--- config.mk ---
export PLATFORM = sky130hd
export DESIGN_NAME = smb_line_monitor
export DESIGN_NICKNAME = d
export VERILOG_FILES = /design/src/rtl/smbmon_pkg.sv /design/src/rtl/smbmon_sync.sv /design/src/rtl/smbmon_cond.sv /design/src/rtl/smbmon_idle.sv /design/src/rtl/smbmon_lowto.sv /design/src/rtl/smb_line_monitor.sv
export SDC_FILE = /design/constraint.sdc
export NUM_CORES = 1
export LEC_CHECK = 0
export ABC_CLOCK_PERIOD_IN_PS = 1640
export BUFFER_PORTS_ARGS = -buffer_cell sky130_fd_sc_hd__clkbuf_2
export CORE_AREA = 2 2 59 61
export DETAILED_ROUTE_END_ITERATION = 10
export DIE_AREA = 0 0 61 63
export GPL_ROUTABILITY_DRIVEN = 0
export PLACE_DENSITY = 0.79
export SYNTH_ARGS = -nofsm -noshare
export SYNTH_HDL_FRONTEND = slang
export SYNTH_SLANG_ARGS = --single-unit
--- constraint.sdc ---
create_clock -name clk -period 1.64 [get_ports clk]
set_input_delay 0.164 -clock clk [delete_from_list [all_inputs] [get_ports clk]]
set_output_delay 0.164 -clock clk [all_outputs]
set_load 0.01 [all_outputs]
--- src/rtl/smbmon_pkg.sv ---
package smbmon_pkg;

    typedef enum logic [1:0] {
        SRC_T0   = 2'b00,
        SRC_T1   = 2'b01,
        SRC_T2HI = 2'b10,
        SRC_T2LO = 2'b11
    } tick_src_e;

    typedef struct packed {
        logic scl;
        logic sda;
    } bus_lines_t;

    typedef struct packed {
        logic start;
        logic stop;
    } bus_cond_t;

    function automatic logic pick_tick(input tick_src_e src, input logic [3:0] ticks);
        logic t;
        case (src)
            SRC_T0:   t = ticks[0];
            SRC_T1:   t = ticks[1];
            SRC_T2HI: t = ticks[2];
            default:  t = ticks[3];
        endcase
        return t;
    endfunction

endpackage

--- src/rtl/smbmon_sync.sv ---
module smbmon_sync
    import smbmon_pkg::*;
#(
    parameter int STAGES = 2
) (
    input  logic       clk,
    input  logic       rst,
    input  bus_lines_t raw,
    output bus_lines_t synced,
    output bus_lines_t prior
);
    bus_lines_t stage_q [STAGES];

    genvar g;
    generate
        for (g = 0; g < STAGES; g++) begin : g_stage
            always_ff @(posedge clk) begin
                if (rst) begin
                    stage_q[g] <= '1;
                end else if (g == 0) begin
                    stage_q[g] <= raw;
                end else begin
                    stage_q[g] <= stage_q[(g == 0) ? 0 : g - 1];
                end
            end
        end
    endgenerate

    always_ff @(posedge clk) begin
        if (rst) begin
            prior <= '1;
        end else begin
            prior <= stage_q[STAGES-1];
        end
    end

    assign synced = stage_q[STAGES-1];
endmodule

--- src/rtl/smbmon_cond.sv ---
module smbmon_cond
    import smbmon_pkg::*;
(
    input  bus_lines_t cur,
    input  bus_lines_t prv,
    output bus_cond_t  cond
);
    logic clk_held;

    always_comb begin
        clk_held   = cur.scl & prv.scl;
        cond.start = clk_held & prv.sda & ~cur.sda;
        cond.stop  = clk_held & ~prv.sda & cur.sda;
    end
endmodule

--- src/rtl/smbmon_idle.sv ---
module smbmon_idle #(
    parameter int FREE_TICKS = 10
) (
    input  logic clk,
    input  logic rst,
    input  logic run,
    input  logic lines_high,
    input  logic tick,
    output logic free_hit,
    output logic free_pulse
);
    localparam int CW = $clog2(FREE_TICKS + 2);
    localparam logic [CW-1:0] LIMIT = CW'(FREE_TICKS);
    localparam logic [CW-1:0] SAT   = CW'(FREE_TICKS + 1);

    logic [CW-1:0] cnt_q;

    assign free_hit = run & lines_high & tick & (cnt_q == LIMIT);

    always_ff @(posedge clk) begin
        if (rst || !run || !lines_high) begin
            cnt_q <= '0;
        end else if (tick && cnt_q != SAT) begin
            cnt_q <= cnt_q + 1'b1;
        end
    end

    always_ff @(posedge clk) begin
        if (rst) begin
            free_pulse <= 1'b0;
        end else begin
            free_pulse <= free_hit;
        end
    end
endmodule

--- src/rtl/smbmon_lowto.sv ---
module smbmon_lowto #(
    parameter int          W      = 16,
    parameter logic [W-1:0] RELOAD = 16'hFF00
) (
    input  logic clk,
    input  logic rst,
    input  logic run,
    input  logic split,
    input  logic scl_high,
    input  logic clr,
    output logic irq
);
    localparam int H = W / 2;
    localparam logic [H-1:0] RLO = RELOAD[H-1:0];
    localparam logic [H-1:0] RHI = RELOAD[W-1:H];

    logic [H-1:0] lo_q, hi_q, lo_d, hi_d;
    logic         ovf;

    always_comb begin
        lo_d = lo_q;
        hi_d = hi_q;
        ovf  = 1'b0;
        if (!run) begin
            lo_d = RLO;
            hi_d = RHI;
        end else if (split) begin
            lo_d = lo_q + 1'b1;
            if (scl_high) begin
                hi_d = RHI;
            end else if (&lo_q) begin
                if (&hi_q) begin
                    ovf  = 1'b1;
                    hi_d = RHI;
                end else begin
                    hi_d = hi_q + 1'b1;
                end
            end
        end else begin
            if (scl_high) begin
                {hi_d, lo_d} = RELOAD;
            end else if (&{hi_q, lo_q}) begin
                ovf           = 1'b1;
                {hi_d, lo_d} = RELOAD;
            end else begin
                {hi_d, lo_d} = {hi_q, lo_q} + 1'b1;
            end
        end
    end

    always_ff @(posedge clk) begin
        if (rst) begin
            lo_q <= RLO;
            hi_q <= RHI;
            irq  <= 1'b0;
        end else begin
            lo_q <= lo_d;
            hi_q <= hi_d;
            if (ovf) begin
                irq <= 1'b1;
            end else if (clr) begin
                irq <= 1'b0;
            end
        end
    end
endmodule

--- src/rtl/smb_line_monitor.sv ---
module smb_line_monitor
    import smbmon_pkg::*;
#(
    parameter int              SYNC_STAGES = 2,
    parameter int              FREE_TICKS  = 10,
    parameter int              LT_W        = 16,
    parameter logic [LT_W-1:0] LT_RELOAD   = 16'hFF00
) (
    input  logic       clk,
    input  logic       rst,
    input  logic       scl_in,
    input  logic       sda_in,
    input  logic [1:0] tick_src,
    input  logic       tick_t0,
    input  logic       tick_t1,
    input  logic       tick_t2hi,
    input  logic       tick_t2lo,
    input  logic       cfg_en,
    input  logic       cfg_inh,
    input  logic       cfg_free_en,
    input  logic       cfg_low_en,
    input  logic       cfg_split,
    input  logic       lto_clr,
    input  logic       mst_evt,
    input  logic       slv_evt,
    output logic       busy,
    output logic       bus_free,
    output logic       lto_irq,
    output logic       evt_irq,
    output logic       slv_mask
);
    bus_lines_t raw_lines, cur_lines, prv_lines;
    bus_cond_t  cond;
    logic       sel_tick, free_hit;

    assign raw_lines.scl = scl_in;
    assign raw_lines.sda = sda_in;

    smbmon_sync #(.STAGES(SYNC_STAGES)) u_sync (
        .clk    (clk),
        .rst    (rst),
        .raw    (raw_lines),
        .synced (cur_lines),
        .prior  (prv_lines)
    );

    smbmon_cond u_cond (
        .cur  (cur_lines),
        .prv  (prv_lines),
        .cond (cond)
    );

    assign sel_tick = pick_tick(tick_src_e'(tick_src),
                                {tick_t2lo, tick_t2hi, tick_t1, tick_t0});

    smbmon_idle #(.FREE_TICKS(FREE_TICKS)) u_idle (
        .clk        (clk),
        .rst        (rst),
        .run        (cfg_en & cfg_free_en),
        .lines_high (cur_lines.scl & cur_lines.sda),
        .tick       (sel_tick),
        .free_hit   (free_hit),
        .free_pulse (bus_free)
    );

    smbmon_lowto #(.W(LT_W), .RELOAD(LT_RELOAD)) u_lowto (
        .clk      (clk),
        .rst      (rst),
        .run      (cfg_en & cfg_low_en),
        .split    (cfg_split),
        .scl_high (cur_lines.scl),
        .clr      (lto_clr),
        .irq      (lto_irq)
    );

    always_ff @(posedge clk) begin
        if (rst || !cfg_en) begin
            busy <= 1'b0;
        end else if (cond.start) begin
            busy <= 1'b1;
        end else if (cond.stop || free_hit) begin
            busy <= 1'b0;
        end
    end

    always_ff @(posedge clk) begin
        if (rst) begin
            evt_irq <= 1'b0;
        end else begin
            evt_irq <= cfg_en & (mst_evt | (slv_evt & ~cfg_inh));
        end
    end

    assign slv_mask = cfg_en & cfg_inh;
endmodule

==> flow_summary.json <==
{
  "status": "completed",
  "cts.reportedPaths.clkPinSlew_ps": 110,
  "areaGrowthSynthToFinish_pct": 32.0,
  "cts_num_sinks": 30,
  "clock-root-buffer": "clkbuf_4",
  "syn_inst": 167,
  "p_comb_frac": 0.066,
  "initial_utilization": 0.454,
  "antenna_found_initial": 0,
  "timing.fmax_mhz": 625,
  "fillers": 284,
  "ir_worst_vdd_v": 0.000524,
  "grt_max_degree": 12,
  "worstSkewPairLatency_ps": 340,
  "io_buffer_count": 22,
  "min_period_ps": 1600,
  "critical_path.cell_chain": "ha_1 -> nand3_2 -> nor4_4 -> buf_4 -> nor3_4 -> a21oi_1 -> o32a_2",
  "num_rows": 21,
  "drv_cap": 0,
  "ys.flop_type": "dfxtp_1",
  "synth_area_per_cell_um2": 8.79,
  "clock_path_buffers": 2,
  "synth_seq_area_share": 0.409,
  "rsz0062_at_grt": "true",
  "clockPowerShare": 0.416,
  "ys_top_cells_by_area": "dfxtp_1 41%, nor2_1 6.9%, nand2_1 4.3%",
  "min_from": "mst_evt",
  "dpl-instance-area_mm2": 0.00175,
  "hold_violations": 0,
  "grt_remaining_overflow": 0,
  "vias": 1351,
  "crit_fanout": 5,
  "p_sw_w": 0.000330,
  "fin_nets": 239,
  "critPathMaxStageDelay_ps": 330,
  "antenna_cells": 0,
  "reg2reg_from": "u_lowto.hi_q[0]",
  "cts_tree": "done",
  "p_sw_frac": 0.230,
  "clock_skew_ps": 12.8,
  "holdPathStages": 3,
  "tightest_slew_ps": 411,
  "drive_above_1_share": 0.399,
  "synth_top_area_share": 0.409,
  "seqPwrFrac": 0.518,
  "drt_wl_total_um": 3320,
  "final_area_mm2": 0.00194,
  "drtAntennaViolNets": 0,
  "track_usage": 0.198,
  "grt_pass1_vias": 1334,
  "setup_violations": 0,
  "fin_crit_sh": 0.976,
  "cp-end-kind": "register",
  "critPathArrivalTime_ps": 1840,
  "min_path_type": "primary input to register",
  "core_mm2": 0.00323,
  "htree_levels": 2,
  "die_area_mm2": 0.00384,
  "holdPathEnd": "evt_irq",
  "yosys_warnings": 0,
  "cp-start-kind": "register",
  "async_flop_share": 0,
  "ys_ff_latch": 30,
  "drv_slew": 0,
  "die_h_um": 63,
  "wl_per_cell_um": 12.6,
  "r2r_slack_ps": 40,
  "post-dp-hpwl_um": 2390,
  "power.internal_w": 0.00111,
  "hold_slack_ps": 35.0,
  "p_per_area_mw_per_mm2": 743,
  "drc": 0,
  "yosysTopAreaCell": "dfxtp_1",
  "synth_nets": 189,
  "ios": 23,
  "numCtsBuffers": 5,
  "p_leak_nw": 0.839,
  "slew_headroom": 0.725,
  "vias_per_cell": 5.12,
  "ys_types": 41,
  "die_width_um": 61,
  "path_class": "register to register",
  "synth_edf_count": 0,
  "drtPass1Iterations": 4,
  "syn_area_mm2": 0.00147,
  "dr.first_iter.drc_count": 88,
  "crit_required_ps": 1880,
  "grt_pass1_wl_um": 5730,
  "cpMaxStageDelayCell": "dfxtp_1",
  "r2r-end": "u_lowto.hi_q[7]",
  "rr_worst_depth": 7
}
-- sequential cells by signal (all words and copies together), names as in the netlist --
name / cells
u_sync.stage_q: 4
u_idle.free_pulse: 1
u_sync.prior: 2
u_idle.cnt_q: 4
u_lowto.irq: 1
u_lowto.lo_q: 8
busy: 1
u_lowto.hi_q: 8
evt_irq: 1
-- critical path: cells and delay by family, from the launching register on --
kind	cells	cell delay, ps
AOI/OAI and AO/OA	2	430
adders and majority gates	1	220
buffers and inverters	1	160
DFF	1	330
and+or+nand+nor	3	360
-- power by group through the flow --
stage	clock network, W	registers, W	logic [W]
floorplan	0	0.000759	0.0000463
global placement	0	0.000760	0.0000858
detailed placement	0	0.000761	0.0000871
CTS	0.000613	0.000744	0.0000923
global route	0.000656	0.000746	0.000106
finish	0.000599	0.000744	0.0000955
-- cell families after synthesis --
kind of cell | synth area share
buf+inv | 0.0222
flops | 0.409
fa+ha+maj | 0.0341
simple gates | 0.322
compound gates | 0.117
mux | 0.0358
xor+xnor | 0.0597
-- metrics by stage --
stage | power [W] | cells | setup TNS (ps) | worst slack [ps] | util
detailed placement | 0.000848 | 250 | -145 | -36.8 | 0.542
global route | 0.00151 | 264 | -46.8 | -18.4 | 0.599
global placement | 0.000846 | 250 | 0 | 24.4 | 0.542
floorplan | 0.000805 | 167 | 0 | 57.1 | -
CTS | 0.00145 | 262 | 0 | 15.1 | 0.580
finish | 0.00144 | 264 | 0 | 39.9 | 0.599
-- cells in the final DEF, fill, tap and decap left out, drive strengths merged, types with 3 or more instances in the layout --
cell type	count
or2	11
mux2i	3
inv	6
clkbuf	27
nand2b	3
o22ai	3
ha	4
xor2	6
nor2	27
xnor2	4
o21ai	5
buf	21
a21oi	6
nand4	8
nand3	8
nand2	17
dfxtp	30
nor3	3
-- cell type report --
cell class	count	area [um2]	area share
Clock inverter	3	45.0	0.0233
Clock buffer	5	37.5	0.0194
Multi-Input combinational cell	129	877	0.453
Tap cell	46	57.6	0.0297
Timing Repair Buffer	45	292	0.151
Inverter	6	22.5	0.0116
Sequential cell	30	606	0.313
-- repair_timing --
action                                  in CTS  in global routing
pin swaps                                    3                  8
endpoints found under the hold margin        2                  0
buffers inserted                             2                  2
endpoints found under the setup margin      11                 15
resized for setup                            2                 15
hold buffers                                 2                  0
-- how the worst max path moves through the flow --
stage,startpoint,to,cells past startpoint
2_1_floorplan,u_lowto.hi_q[0],u_lowto.hi_q[3],6
3_3_place_gp,u_lowto.lo_q[0],u_lowto.lo_q[4],6
3_5_place_dp,u_lowto.lo_q[0],u_lowto.lo_q[7],6
4_1_cts,u_lowto.hi_q[0],u_lowto.hi_q[7],7
5_1_grt,u_lowto.lo_q[1],u_lowto.hi_q[7],8
6_report,u_lowto.hi_q[0],u_lowto.hi_q[7],7
-- cells in the mapped netlist, types with 2 or more instances --
master    instances
a21oi_1           6
a32oi_1           2
and3_1            2
dfxtp_1          30
ha_1              4
inv_1             6
mux2i_1           3
nand2_1          17
nand2b_1          3
nand3_1           7
nand4_1           7
nor2_1           27
nor3_1            2
o21ai_0           4
o22ai_1           3
o32a_2            2
or2_2            10
xnor2_1           4
xor2_1            6
-- routing by layer --
metal,wire [um],vias to the layer above,global-route usage
li1,-,692,-
met1,1450,623,0.240
met2,1700,34,0.319
met3,154,2,0.0683
met4,8,0,0.0679
met5,0,-,0
Power figures use the tool's default switching activity.
